--- config.mk ---
export PLATFORM = sky130hd
export DESIGN_NAME = smi_evt_status
export DESIGN_NICKNAME = d
export VERILOG_FILES = /design/src/rtl/smi_evt_pkg.sv /design/src/rtl/smi_edge_det.sv /design/src/rtl/smi_sticky_flags.sv /design/src/rtl/smi_evt_status.sv
export SDC_FILE = /design/constraint.sdc
export NUM_CORES = 1
export LEC_CHECK = 0
export ABC_CLOCK_PERIOD_IN_PS = 1500
export BUFFER_PORTS_ARGS = -buffer_cell sky130_fd_sc_hd__buf_2
export CAP_MARGIN = 40
export CORE_MARGIN = 4
export CORE_UTILIZATION = 30
export CTS_BUF_LIST = sky130_fd_sc_hd__clkbuf_4 sky130_fd_sc_hd__clkbuf_8 sky130_fd_sc_hd__clkbuf_16
export DETAILED_ROUTE_END_ITERATION = 8
export PLACE_DENSITY = 0.63
export SYNTH_ARGS = -nofsm -noshare
export SYNTH_HDL_FRONTEND = slang
export SYNTH_SLANG_ARGS = --single-unit
--- constraint.sdc ---
create_clock -name clk_i -period 1.5 [get_ports clk_i]
set_input_delay 0.3 -clock clk_i [delete_from_list [all_inputs] [get_ports clk_i]]
set_output_delay 0.3 -clock clk_i [all_outputs]
set_load 0.1 [all_outputs]
--- src/rtl/smi_evt_pkg.sv ---
`timescale 1ns/1ps
package smi_evt_pkg;
  parameter int NUM_PORTS = 8;
  parameter int DATA_W    = 32;
  // status flag vector index i maps to register bit STAT_LSB + i
  parameter int STAT_LSB  = 17;
  parameter int NUM_MISC  = 5;                       // halt, cfg, periodic, async, pwr
  parameter int STAT_W    = NUM_MISC + NUM_PORTS;    // 13
  parameter int EN_W      = NUM_MISC + 1;            // one shared port enable
  parameter int MON_W     = NUM_PORTS + 4;           // levels to watch for change

  typedef enum int {
    IDX_HALT = 0, IDX_CFG = 1, IDX_PER = 2, IDX_ASYNC = 3, IDX_PWR = 4, IDX_PORT0 = 5
  } stat_idx_e;
endpackage

--- src/rtl/smi_edge_det.sv ---
`timescale 1ns/1ps
module smi_edge_det #(
  parameter int W = 12
) (
  input  logic         clk_i,
  input  logic         rst_ni,
  input  logic [W-1:0] d_i,
  output logic [W-1:0] tgl_o
);
  logic [W-1:0] prev_q;
  logic         primed_q;

  always_ff @(posedge clk_i or negedge rst_ni) begin
    if (!rst_ni) begin
      prev_q   <= '0;
      primed_q <= 1'b0;
    end else begin
      prev_q   <= d_i;
      primed_q <= 1'b1;
    end
  end

  // no change reported until a first sample exists
  assign tgl_o = primed_q ? (d_i ^ prev_q) : '0;
endmodule

--- src/rtl/smi_sticky_flags.sv ---
`timescale 1ns/1ps
module smi_sticky_flags #(
  parameter int W = 13
) (
  input  logic         clk_i,
  input  logic         rst_ni,
  input  logic [W-1:0] set_i,
  input  logic [W-1:0] clr_i,
  output logic [W-1:0] q_o
);
  logic [W-1:0] q;

  always_ff @(posedge clk_i or negedge rst_ni) begin
    if (!rst_ni) q <= '0;
    else         q <= (q & ~clr_i) | set_i;   // set beats clear
  end

  assign q_o = q;
endmodule

--- src/rtl/smi_evt_status.sv ---
`timescale 1ns/1ps
module smi_evt_status
  import smi_evt_pkg::*;
(
  input  logic                 clk_i,
  input  logic                 rst_ni,
  input  logic                 aon_rst_ni,
  input  logic [NUM_PORTS-1:0] port_own_i,
  input  logic                 pwr_state_wr_i,
  input  logic                 async_en_i,
  input  logic                 periodic_en_i,
  input  logic                 cfg_flag_i,
  input  logic                 halted_i,
  input  logic                 run_stop_i,
  input  logic                 wr_en_i,
  input  logic [DATA_W-1:0]    wr_data_i,
  output logic [DATA_W-1:0]    rd_data_o,
  output logic                 smi_o
);
  logic [MON_W-1:0]  mon, tgl;
  logic [STAT_W-1:0] set, clr, flags, en_vec;
  logic [EN_W-1:0]   en_q;
  logic              smi_q;

  // watched levels: 0 halt, 1 cfg, 2 periodic, 3 async, 4.. ports
  assign mon = {port_own_i, async_en_i, periodic_en_i, cfg_flag_i, halted_i};

  smi_edge_det #(.W(MON_W)) u_edge (
    .clk_i  (clk_i),
    .rst_ni (aon_rst_ni),
    .d_i    (mon),
    .tgl_o  (tgl)
  );

  always_comb begin
    set            = '0;
    set[IDX_HALT]  = tgl[0] & halted_i & ~run_stop_i;   // rise after stop only
    set[IDX_CFG]   = tgl[1];
    set[IDX_PER]   = tgl[2];
    set[IDX_ASYNC] = tgl[3];
    set[IDX_PWR]   = pwr_state_wr_i;
    set[STAT_W-1:IDX_PORT0] = tgl[MON_W-1:4];
  end

  assign clr = wr_en_i ? wr_data_i[STAT_LSB +: STAT_W] : '0;

  smi_sticky_flags #(.W(STAT_W)) u_flags (
    .clk_i  (clk_i),
    .rst_ni (aon_rst_ni),
    .set_i  (set),
    .clr_i  (clr),
    .q_o    (flags)
  );

  always_ff @(posedge clk_i or negedge aon_rst_ni) begin
    if (!aon_rst_ni)  en_q <= '0;
    else if (wr_en_i) en_q <= wr_data_i[EN_W-1:0];
  end

  // spread the shared port enable over all port flags
  for (genvar i = 0; i < STAT_W; i++) begin : g_en
    if (i < IDX_PORT0) begin : g_misc
      assign en_vec[i] = en_q[i];
    end else begin : g_port
      assign en_vec[i] = en_q[EN_W-1];
    end
  end

  always_ff @(posedge clk_i or negedge rst_ni) begin
    if (!rst_ni) smi_q <= 1'b0;
    else         smi_q <= |(flags & en_vec);
  end

  always_comb begin
    rd_data_o                      = '0;
    rd_data_o[STAT_LSB +: STAT_W]  = flags;
    rd_data_o[EN_W-1:0]            = en_q;
  end

  assign smi_o = smi_q;
endmodule

## Word level (Yosys, flattened, before mapping)

Cells that the tools add are included.

| storage, ports and cells | value |
|---|---|
| register bits | 33 |
| logic and storage cells | 16 |

| operators by class | value |
|---|---|
| muxes and demuxes | 2 |
| reductions and logical operators | 1 |
| bitwise operators | 8 |

Operators with widths:

| cell | count |
|---|---|
| AND 13 bit | 2 |
| two-way mux 13 bit | 1 |
| NOT 13 bit | 1 |
| bitwise OR 13 bit | 1 |
| OR reduction 13 bit | 1 |
| two-way mux 12 bit | 1 |
| bitwise XOR 12 bit | 1 |
| AND 1 bit | 2 |
| NOT 1 bit | 1 |

## Depth between registers and ports, before layout

| logic depth | value |
|---|---|
| depth in word-level cells | 5 |
| gate-level depth with buffers | 4 |
| gate-level depth less buffers | 3 |

## By module

From an unflattened synthesis, not the netlist that was laid out.

| second synthesis, totals | value |
|---|---|
| cell total of the unflattened synthesis | 128 |
| area total of the unflattened synthesis | 1485.2 sq um |

By module, submodules not included:

| module | cells each | area an instance (sq um) | times used |
|---|---|---|---|
| smi_edge_det | 39 | 516.7 | 1 |
| smi_evt_status | 50 | 496.7 | 1 |
| smi_sticky_flags | 39 | 471.7 | 1 |

## Worst setup path before layout

OpenSTA, ideal clock, no wires.

| timing path | value |
|---|---|
| kind | register -> register |
| start point | reg u_flags.q[6] (netlist: u_flags.q_o[6]) |
| end point | reg smi_q (netlist: smi_o) |
| setup slack | -0.197 ns |
| cell stages (with the launch flop) | 4 |
| clock period less this slack | 1.697 ns |
| data required time | 1.363 ns |
| arrival | 1.560 ns |
| buffers on the path | 0 |
| cell sequence | dfrtp_1 > or4_1 > o21ai_1 > nand3_1 |

| on the way | value |
|---|---|
| longest elaborated chain between the ends | 2 |

RTL lines:

| what | line | source |
|---|---|---|
| start, declared | smi_sticky_flags.sv:11 | `logic [W-1:0] q;` |
| start signal, assigned | smi_sticky_flags.sv:15 | `else q <= (q & ~clr_i) \| set_i;` |
| AND 13 bit | smi_evt_status.sv:71 | `else smi_q <= \|(flags & en_vec);` |
| OR reduction 13 bit | smi_evt_status.sv:71 |  |
| end signal, assigned | smi_evt_status.sv:71 |  |
| end, declared | smi_evt_status.sv:23 | `logic smi_q;` |

No other way between the ends.
A chain may end at the register's enable or synchronous reset.

## Final worst setup path

| timing path | value |
|---|---|
| start point | reg u_flags.q[4] (netlist: u_flags.q_o[4]) |
| end point | out rd_data_o[21] |

RTL lines:

| what | line | source |
|---|---|---|
| end, declared | smi_evt_status.sv:17 | `output logic [DATA_W-1:0] rd_data_o,` |

No word-level cell between the ends.

==> impl_metrics.toml <==
[status]
status = "complete, no violations"

[grt]
antenna_found_initial = 0
track_usage_pct = 11.2
grt_pass1_vias = 1005
grt_max_degree = 20
overflow = 0
grt_pass1_wl_mm = 4.63

[sta]
timing.final.crit_share_pct = 93.7
max_freq_mhz = 711
tns_ns = 0
drv_slew = 0
period_minus_slack_ns = 1.41
hold_ws_ns = 0.146
finClkSkew_ns = 0.00709
setup_viol = 0
rsz0062_at_grt = "no"
hold_violations = 0

[place]
place_congestion = 0.725
dp_hpwl_mm = 2.27
io_buffers = 56
dp.cells = 205

[floorplan]
start_util_pct = 32.0
die_y_um = 74.5
core_area_um2 = 4140
num_rows = 23
die_w_um = 74.5
io_pins = 83
die_area_um2 = 5540

[clock_tree]
post_cts_buffers = 0
clockRootBuffer = "clkbuf_8"
cts_tree = "done"
cts_max_level = 2
clock_latency_ns = 0.28
clkTransAtPathRegs_ns = 0.07
clockBufferDepth = 2
cts_buffers = 5
cts.sink_count = 33

[finish]
final_common_cell = "buf_2"
area_growth_pct = 34.2
final_cell_mix = "56 x buf_2, 25 x dfrtp_1, 14 x conb_1, 13 x nand2_1, 11 x xor2_1"
final_cells = 215
drive_gt1_share_pct = 49.1
nets = 214
antenna_cells = 0

[min_path]
hold_path.class = "in2reg"

[detailed_routing]
wire_per_inst_um = 13.5
dr.pass1.iters = 4
wirelength_mm = 2.91
drc = 0
drt.antenna.violating_nets = 0
first_iter_violations = 12
routed_via_density = 4.37
vias = 940

[power]
vdd_drop_max_v = 0.000826
total_leakage_power_nw = 0.885
p_per_area_nw_per_um2 = 1650

[yosys]
syn_avg_cell_area_um2 = 13.1
ys_seq_area_share_pct = 62.3
ys_seq_elements = 33
syn_area_um2 = 1330
syn_inst = 101
yosys_warnings = 0
ys_types = 17

[worst_setup_path]
worstPathMaxFanout = 3
cp.buffers_inverters = 1
cp.required_ns = 1.20
cp.arrival_ns = 1.11
critPathSlowestCell = "buf_2"
critPathTopFamily = "buffers and inverters"
end_kind = "primary output"
worstPathCellList = "buf_2"
crit_path_start_kind = "flip-flop"
crit_type = "reg2out"
max_stage_delay_ns = 0.44

[run]
drv_cap = 0
[power breakdown]
| group | switching [mW] | internal [mW] |
|---|---|---|
| Sequential | 0.0591 | 0.982 |
| Clock | 0.313 | 0.660 |
| Combinational | 0.767 | 0.160 |
[registers in the layout, indices dropped and copies added (netlist names)]
signal           flops
u_flags.q_o         13
smi_o                1
u_edge.primed_q      1
u_edge.prev_q       12
en_q                 6
[cells in the mapped netlist]
library cell   n  share of area, %
a21o_1         2               1.1
a222oi_1       1              0.76
a22o_1        10               6.6
a22o_2         1              0.76
a22oi_1        1              0.57
buf_2          1              0.38
buf_4         14               7.9
clkbuf_1       1              0.28
conb_1         2              0.57
dfrtp_1       33                62
mux2_2         6               5.1
nand2_1       13               3.7
nand3_1        1              0.38
nor4bb_1       1              0.76
o21ai_1        1              0.38
or4_1          2               1.1
xor2_1        11               7.3
[final timing paths]
check                                              start                          to  slack (ns)  cells after the start
min in group asynchronous                         rst_ni             smi_o$_DFF_PN0_        0.33                      2
max in group asynchronous                     aon_rst_ni   u_flags.q_o[12]$_DFF_PN0_        0.46                      3
worst min register to register  u_flags.q_o[5]$_DFF_PN0_    u_flags.q_o[5]$_DFF_PN0_        0.52                      1
worst max-delay path            u_flags.q_o[4]$_DFF_PN0_               rd_data_o[21]        0.09                      1
worst min-delay path                       port_own_i[3]  u_edge.prev_q[7]$_DFF_PN0_        0.15                      1
worst max register to register  u_flags.q_o[6]$_DFF_PN0_             smi_o$_DFF_PN0_        0.15                      3
[final cells by class]
cell class	instances	area [um^2]
clock buffer	5	68.8
clock inverter	3	65.1
fill	420	2370
multi-input combinational	64	430
sequential	33	836
tap	50	62.6
timing repair buffer	60	315
[stage by stage]
step | total power, mW | cell area [um^2] | util [%] | worst slack, ns
2_1_floorplan | 1.83 | 1380 | - | 0.000191
3_3_place_gp | 1.98 | 1620 | 39.2 | 0.148
3_5_place_dp | 1.99 | 1620 | 39.2 | 0.134
4_1_cts | 2.98 | 1780 | 42.9 | 0.0749
5_1_grt | 3.07 | 1780 | 42.9 | 0.0422
6_report | 2.94 | 1780 | 42.9 | 0.0940
[cells by family after synthesis]
kind of cell,synth area share (%)
DFF,62.3
and+or+nand+nor,5.95
AOI/OAI and AO/OA,10.2
buffers and inverters,8.59
xor gates and xnor gates,7.27
muxes,5.10
other,0.567
[what timing repair did]
| item | CTS | global route |
|---|---|---|
| hold endpoints to repair | 17 | 0 |
| hold buffers | 2 | 0 |
| gates resized for setup | 0 | 0 |
[per-layer routing]
layer / part of all wire, % / track usage [%] / vias up
met3: 10 / 3.51 / 2
met5: 0 / 0 / -
met1: 44 / 14.1 / 438
met2: 45 / 17.8 / 52
li1: - / - / 448
met4: 0.65 / 4.74 / 0
[worst reg2reg max path: stages (launching register included)]
cell and delay, ns:
dfrtp_2 0.42, or4_1 0.53, o21ai_1 0.20, nand3_1 0.09
(Power assumes the default switching activity.)
